===== config.mk =====
export PLATFORM = sky130hd
export DESIGN_NAME = bct_trit_register
export DESIGN_NICKNAME = d
export VERILOG_FILES = /design/src/rtl/bct_pkg.sv /design/src/rtl/bct_enable_decode.sv /design/src/rtl/bct_code_screen.sv /design/src/rtl/bct_trit_cell.sv /design/src/rtl/bct_trit_register.sv
export SDC_FILE = /design/constraint.sdc
export NUM_CORES = 1
export LEC_CHECK = 0
export BUFFER_PORTS_ARGS = -buffer_cell sky130_fd_sc_hd__clkbuf_2
export CAP_MARGIN = 20
export CORE_AREA = 2 2 41 43
export DETAILED_ROUTE_END_ITERATION = 10
export DIE_AREA = 0 0 43 45
export PLACE_DENSITY_LB_ADDON = 0.15
export SLEW_MARGIN = 20
export SYNTH_ARGS = -nofsm -noshare
export SYNTH_HDL_FRONTEND = slang
export SYNTH_HIERARCHICAL = 1
export SYNTH_SLANG_ARGS = --single-unit

===== constraint.sdc =====
create_clock -name clk -period 1.1 [get_ports clk]
set_input_delay 0.11 -clock clk [delete_from_list [all_inputs] [get_ports clk]]
set_output_delay 0.11 -clock clk [all_outputs]
set_load 0.01 [all_outputs]

===== src/rtl/bct_pkg.sv =====
// Package: shared trit encoding and helpers for the binary-coded ternary register.
// Assumes two bits per trit; the pair 2'b11 carries no value.
package bct_pkg;

    localparam int TRIT_BITS = 2;

    typedef enum logic [1:0] {
        TRIT_ZERO = 2'b00,
        TRIT_POS  = 2'b01,
        TRIT_NEG  = 2'b10,
        TRIT_BAD  = 2'b11
    } trit_code_e;

    // Replace the illegal code by zero; legal codes pass unchanged.
    function automatic logic [1:0] trit_clean(input logic [1:0] code);
        return (code == TRIT_BAD) ? TRIT_ZERO : code;
    endfunction

    // Report whether a two-bit pair is the illegal code.
    function automatic logic trit_is_bad(input logic [1:0] code);
        return (code == TRIT_BAD);
    endfunction

endpackage


===== src/rtl/bct_enable_decode.sv =====
// Module: bct_enable_decode
// Turns the ternary enable into a single load strobe. Only plus one loads.
// Minus one, zero and the illegal pair all mean hold, so a pass through
// zero never starts a load. Assumes the enable is sampled at the clock edge
// by the storage cells that use the strobe.
module bct_enable_decode
    import bct_pkg::*;
(
    input  logic       clk,
    input  logic       rst_n,
    input  logic [1:0] enable_code,
    output logic       load_en
);

    // Decode: assert the load strobe for the plus-one code only.
    always_comb begin
        unique case (enable_code)
            TRIT_POS: load_en = 1'b1;
            TRIT_NEG,
            TRIT_ZERO,
            TRIT_BAD: load_en = 1'b0;
            default:  load_en = 1'b0;
        endcase
    end

    // the zero and illegal codes must never request a load.
    a_r5_zero_no_load: assert property (@(posedge clk) disable iff (!rst_n)
        (enable_code != TRIT_POS) |-> !load_en);

endmodule


===== src/rtl/bct_code_screen.sv =====
// Module: bct_code_screen
// Checks each trit of the input word for the illegal pair. It produces a
// cleaned word, with zero put in place of every bad trit, and a per-trit
// fault vector. Purely combinational; assumes trit k sits in bits [2k+1:2k].
module bct_code_screen
    import bct_pkg::*;
#(
    parameter int NUM_TRITS = 6,
    localparam int WORD_W   = NUM_TRITS * TRIT_BITS
) (
    input  logic [WORD_W-1:0]    word_in,
    output logic [WORD_W-1:0]    word_clean,
    output logic [NUM_TRITS-1:0] trit_fault,
    output logic                 any_fault
);

    for (genvar k = 0; k < NUM_TRITS; k++) begin : g_trit
        logic [1:0] raw;
        assign raw = word_in[k*TRIT_BITS +: TRIT_BITS];

        // Screen one trit: flag the illegal pair and substitute zero.
        always_comb begin
            trit_fault[k]                        = trit_is_bad(raw);
            word_clean[k*TRIT_BITS +: TRIT_BITS] = trit_clean(raw);
        end

        // a cleaned trit is zero exactly where the raw trit was faulty or zero.
        a_r8_clean_trit: assert final (trit_fault[k] == (raw == 2'b11)
            && (trit_fault[k] ? (word_clean[k*TRIT_BITS +: TRIT_BITS] == 2'b00)
                              : (word_clean[k*TRIT_BITS +: TRIT_BITS] == raw)));
    end

    // Combine the per-trit faults into one flag for the word.
    always_comb begin
        any_fault = |trit_fault;
    end

endmodule


===== src/rtl/bct_trit_cell.sv =====
// Module: bct_trit_cell
// Holds one trit as two ordinary flip-flops. A synchronous active-low reset
// writes minus one and takes priority over the load strobe. Assumes its data
// input is already cleaned, so it never carries the illegal pair.
module bct_trit_cell
    import bct_pkg::*;
(
    input  logic       clk,
    input  logic       rst_n,
    input  logic       load_en,
    input  logic [1:0] trit_in,
    output logic [1:0] trit_q
);

    logic past_valid;
    logic rst_seen_low;

    // Storage: reset to minus one, otherwise load or keep.
    always_ff @(posedge clk) begin
        if (!rst_n) begin
            trit_q <= TRIT_NEG;
        end else if (load_en) begin
            trit_q <= trit_in;
        end
    end

    // Checker history: one clock seen, and whether reset was low on it.
    always_ff @(posedge clk) begin
        past_valid   <= 1'b1;
        rst_seen_low <= !rst_n;
    end

    // after a reset edge the cell holds minus one.
    always_ff @(posedge clk) begin
        if (past_valid === 1'b1 && rst_seen_low === 1'b1) begin
            a_r2_reset_neg: assert (trit_q == 2'b10);
        end
    end

    // without a load strobe the cell keeps its value.
    a_r4_hold_cell: assert property (@(posedge clk) disable iff (!rst_n)
        !load_en |=> $stable(trit_q));

    // with a load strobe the cell takes the presented trit.
    a_r3_load_cell: assert property (@(posedge clk) disable iff (!rst_n)
        load_en |=> (trit_q == $past(trit_in)));

    // the cell never holds the illegal pair once reset has run.
    a_r9_no_bad_state: assert property (@(posedge clk) disable iff (!rst_n)
        past_valid |-> (trit_q != 2'b11));

endmodule


===== src/rtl/bct_trit_register.sv =====
// Module: bct_trit_register
// A word of balanced-ternary digits, each held as a binary pair. The ternary
// enable loads on plus one and holds on any other code. Inputs are sampled
// only at the rising clock edge, so glitches on the enable have no effect.
// Illegal input trits are flagged in the same cycle and stored as zero.
module bct_trit_register
    import bct_pkg::*;
#(
    parameter int NUM_TRITS = 6,
    localparam int WORD_W   = NUM_TRITS * TRIT_BITS
) (
    input  logic              clk,
    input  logic              rst_n,
    input  logic [1:0]        enable_code,
    input  logic [WORD_W-1:0] data_in,
    output logic              code_err,
    output logic [WORD_W-1:0] data_out
);

    localparam logic [WORD_W-1:0] RESET_WORD = {NUM_TRITS{TRIT_NEG}};

    logic                 load_en;
    logic [WORD_W-1:0]    clean_word;
    logic [NUM_TRITS-1:0] fault_vec;
    logic                 past_valid;

    bct_enable_decode u_enable (
        .clk         (clk),
        .rst_n       (rst_n),
        .enable_code (enable_code),
        .load_en     (load_en)
    );

    bct_code_screen #(.NUM_TRITS(NUM_TRITS)) u_screen (
        .word_in    (data_in),
        .word_clean (clean_word),
        .trit_fault (fault_vec),
        .any_fault  (code_err)
    );

    for (genvar k = 0; k < NUM_TRITS; k++) begin : g_cell
        bct_trit_cell u_cell (
            .clk     (clk),
            .rst_n   (rst_n),
            .load_en (load_en),
            .trit_in (clean_word[k*TRIT_BITS +: TRIT_BITS]),
            .trit_q  (data_out[k*TRIT_BITS +: TRIT_BITS])
        );
    end

    // Checker history: at least one clock edge has passed.
    always_ff @(posedge clk) begin
        past_valid <= 1'b1;
    end

    // a legal word presented with plus one appears unchanged on the output.
    a_r3_word_load: assert property (@(posedge clk) disable iff (!rst_n)
        (enable_code == 2'b01 && !code_err) |=> (data_out == $past(data_in)));

    // an enable of zero leaves the word untouched.
    a_r5_zero_hold: assert property (@(posedge clk) disable iff (!rst_n)
        (enable_code == 2'b00) |=> $stable(data_out));

    // an enable of minus one leaves the word untouched.
    a_r4_neg_hold: assert property (@(posedge clk) disable iff (!rst_n)
        (enable_code == 2'b10) |=> $stable(data_out));

    // the illegal enable code leaves the word untouched.
    a_r6_bad_enable_hold: assert property (@(posedge clk) disable iff (!rst_n)
        (enable_code == 2'b11) |=> $stable(data_out));

    // a reset edge yields the all-minus-one word.
    a_r2_reset_word: assert property (@(posedge clk)
        (past_valid && !rst_n) |=> (data_out == RESET_WORD));

    // the error flag is high on a word that holds no legal trit anywhere.
    a_r7_all_bad_flag: assert property (@(posedge clk) disable iff (!rst_n)
        (data_in == {WORD_W{1'b1}}) |-> code_err);

endmodule


==> results.md <==
* CTS sink cnt at 12
* P&R area growth vs syn at 43.5%
* CP startpoint kind: input port
* Setup ws final at -0.0412 ns
* Max Fclk at 876 MHz
* Die area at 1940 sq um
* CP max FO at 2
* Fin crit period at 1.14 ns
* Status: finished with violations
* Starting DRT DRC Count at 2
* CTS tree: yes
* DRT Pass-1 Iters at 2
* Pwr Density at 1130 nW/um^2
* Mapped Nets at 70
* Initial core utilization at 37.5%
* Antenna diodes at 0
* # DRC at 0
* Worst path required time at 0.99 ns
* Final WL at 1060 um
* RSZ-0062 raised after global routing: yes
* Slew headroom at 86.2%
* Leakage at 0.376 nW
* Top cell by count, worst path: clkbuf_2
* Via density at 4.52
* Gr usage total at 12.7%
* TritonCTS Buffers at 3
* Max reg flops at 12
* Min Hold Slack at 0.136 ns
* Worst VDD drop at 0.925 mV
* Failing checks: negative setup slack
* Hold/Removal Path Class: in2reg
* Critical path class: in2out
* Worst-Margin Slew at 0.206 ns
* I/O Pins at 29
* Largest net degree at the start of global routing at 13
* Vias in the first global route at 454
* Final period utilization at 104%
* Worst path slowest cell: or4_4
* Final hold vios at 0
* Yosys Warn Count at 6
* Max Cap Violations at 0
* Max clock buf depth at 2
* Cells after Synth at 54
* Nets@finish at 109
* Layout cells sized above 1 at 42.9%
* Antenna violations before repair at 0
* Post-Syn Area at 552 sq um
* GRT Residual Overflow at 0
* IO buf count at 28
* Die height at 45 um
* CP cell instances: clkbuf_2 -> a22o_1 -> or4_4 -> clkbuf_2
* Die X at 43 um
* Clock root buffer: clkbuf_4
* DP Wirelength at 827 um
* Post-Syn Area per Cell at 10.2 sq um
* Worst-Skew Late Latency at 0.26 ns
* Wire per inst at 9.93 um
* DP Worst Slack at -0.0540 ns
* Register with the most flip-flops: g_cell.u_cell/trit_q
* Routability Congestion at 0.655
* CP arrival at 1.03 ns
* Top flop regs: g_cell.u_cell/trit_q x12
* Final Setup Violations at 1
* Post-CTS Hold Fix Bufs at 0
* Rows at 14
* Critical Path Sink Type: primary output
* Core box area at 1470 sq um
* H-Tree Depth at 1
* Via Count at 484
* Final setup skew at 0 ns
* First-pass GRT wire length at 1860 um
* Number of nets with antenna violations after routing at 0
* Slew Viols, Final at 0
* Worst-path clk slew at 0.07 ns
* Slowest stage delay, CP at 0.46 ns
==> metal layers <==
metal  routed length, um  share of wire, %  global-route usage [%]  vias up
met3                  84               7.9                    5.20        0
met5                   0                 0                       0        -
met4                   0                 0                    3.64        0
li1                    -                 -                       -      260
met2                 488                46                    20.3       17
met1                 490                46                    16.0      207
==> final cells by class <==
| type | instances | area, sq um |
|---|---|---|
| Tap cell | 16 | 20.0 |
| Multi-Input combinational cell | 42 | 312 |
| Sequential cell | 12 | 240 |
| Fill cell | 159 | 679 |
| Clock buffer | 3 | 22.5 |
| Timing Repair Buffer | 34 | 198 |
==> where the power goes <==
| group | total, W | switching (W) | internal (W) |
|---|---|---|---|
| Clock | 0.000251 | 0.000125 | 0.000126 |
| Sequential | 0.000466 | 0.0000103 | 0.000456 |
| Combinational | 0.000179 | 0.0000765 | 0.000102 |
| Total | 0.000896 | 0.000212 | 0.000684 |
==> repair_timing <==
action / in CTS / in global routing
gates cloned: 0 / 0
pin swaps: 3 / 0
hold endpoints to repair: 0 / 0
resized for setup: 0 / 0
buffers inserted: 1 / 0
endpoints found under the setup margin: 1 / 1
==> cells in the final DEF (no fill, tap or decap) <==
cell,n
nor2b_4,1
or4_4,1
nor2b_1,17
clkbuf_4,3
dfxtp_1,12
clkbuf_2,28
nand2_1,6
a22o_1,2
and2_1,2
buf_4,5
and2b_1,1
mux2i_1,12
buf_12,1
==> path summary, 6_finish.rpt <==
kind | to | slack (ns) | cells past startpoint | from
min | g_cell[2].u_cell/trit_q[1] | 0.14 | 2 | rst_n
max | code_err | -0.04 | 4 | data_in[7]
min reg2reg | g_cell[2].u_cell/trit_q[1] | 0.47 | 2 | g_cell[2].u_cell/trit_q[1]
max reg2reg | g_cell[3].u_cell/trit_q[1] | 0.48 | 2 | g_cell[3].u_cell/trit_q[1]
==> per-stage QoR <==
| step | utilization [%] | TNS [ns] | std cells | power, W | instance area, sq um |
|---|---|---|---|---|---|
| after detailed placement | 51.8 | -0.0540 | 103 | 0.000654 | 762 |
| final | 53.8 | -0.0412 | 107 | 0.000896 | 792 |
| after global routing | 53.8 | -0.0615 | 107 | 0.000951 | 792 |
| after CTS | 53.8 | -0.0393 | 107 | 0.000912 | 792 |
| after global placement | 51.8 | -0.0533 | 103 | 0.000653 | 762 |
| after floorplan | - | 0 | 54 | 0.000562 | 552 |
==> worst max-delay path, delay by kind of cell <==
| family | cells | cell delay (ns) |
|---|---|---|
| AO/OA/AOI/OAI | 1 | 0.22 |
| buffers and inverters | 2 | 0.23 |
| AND/OR/NAND/NOR | 1 | 0.46 |
Power figures use the tool's default switching activity.
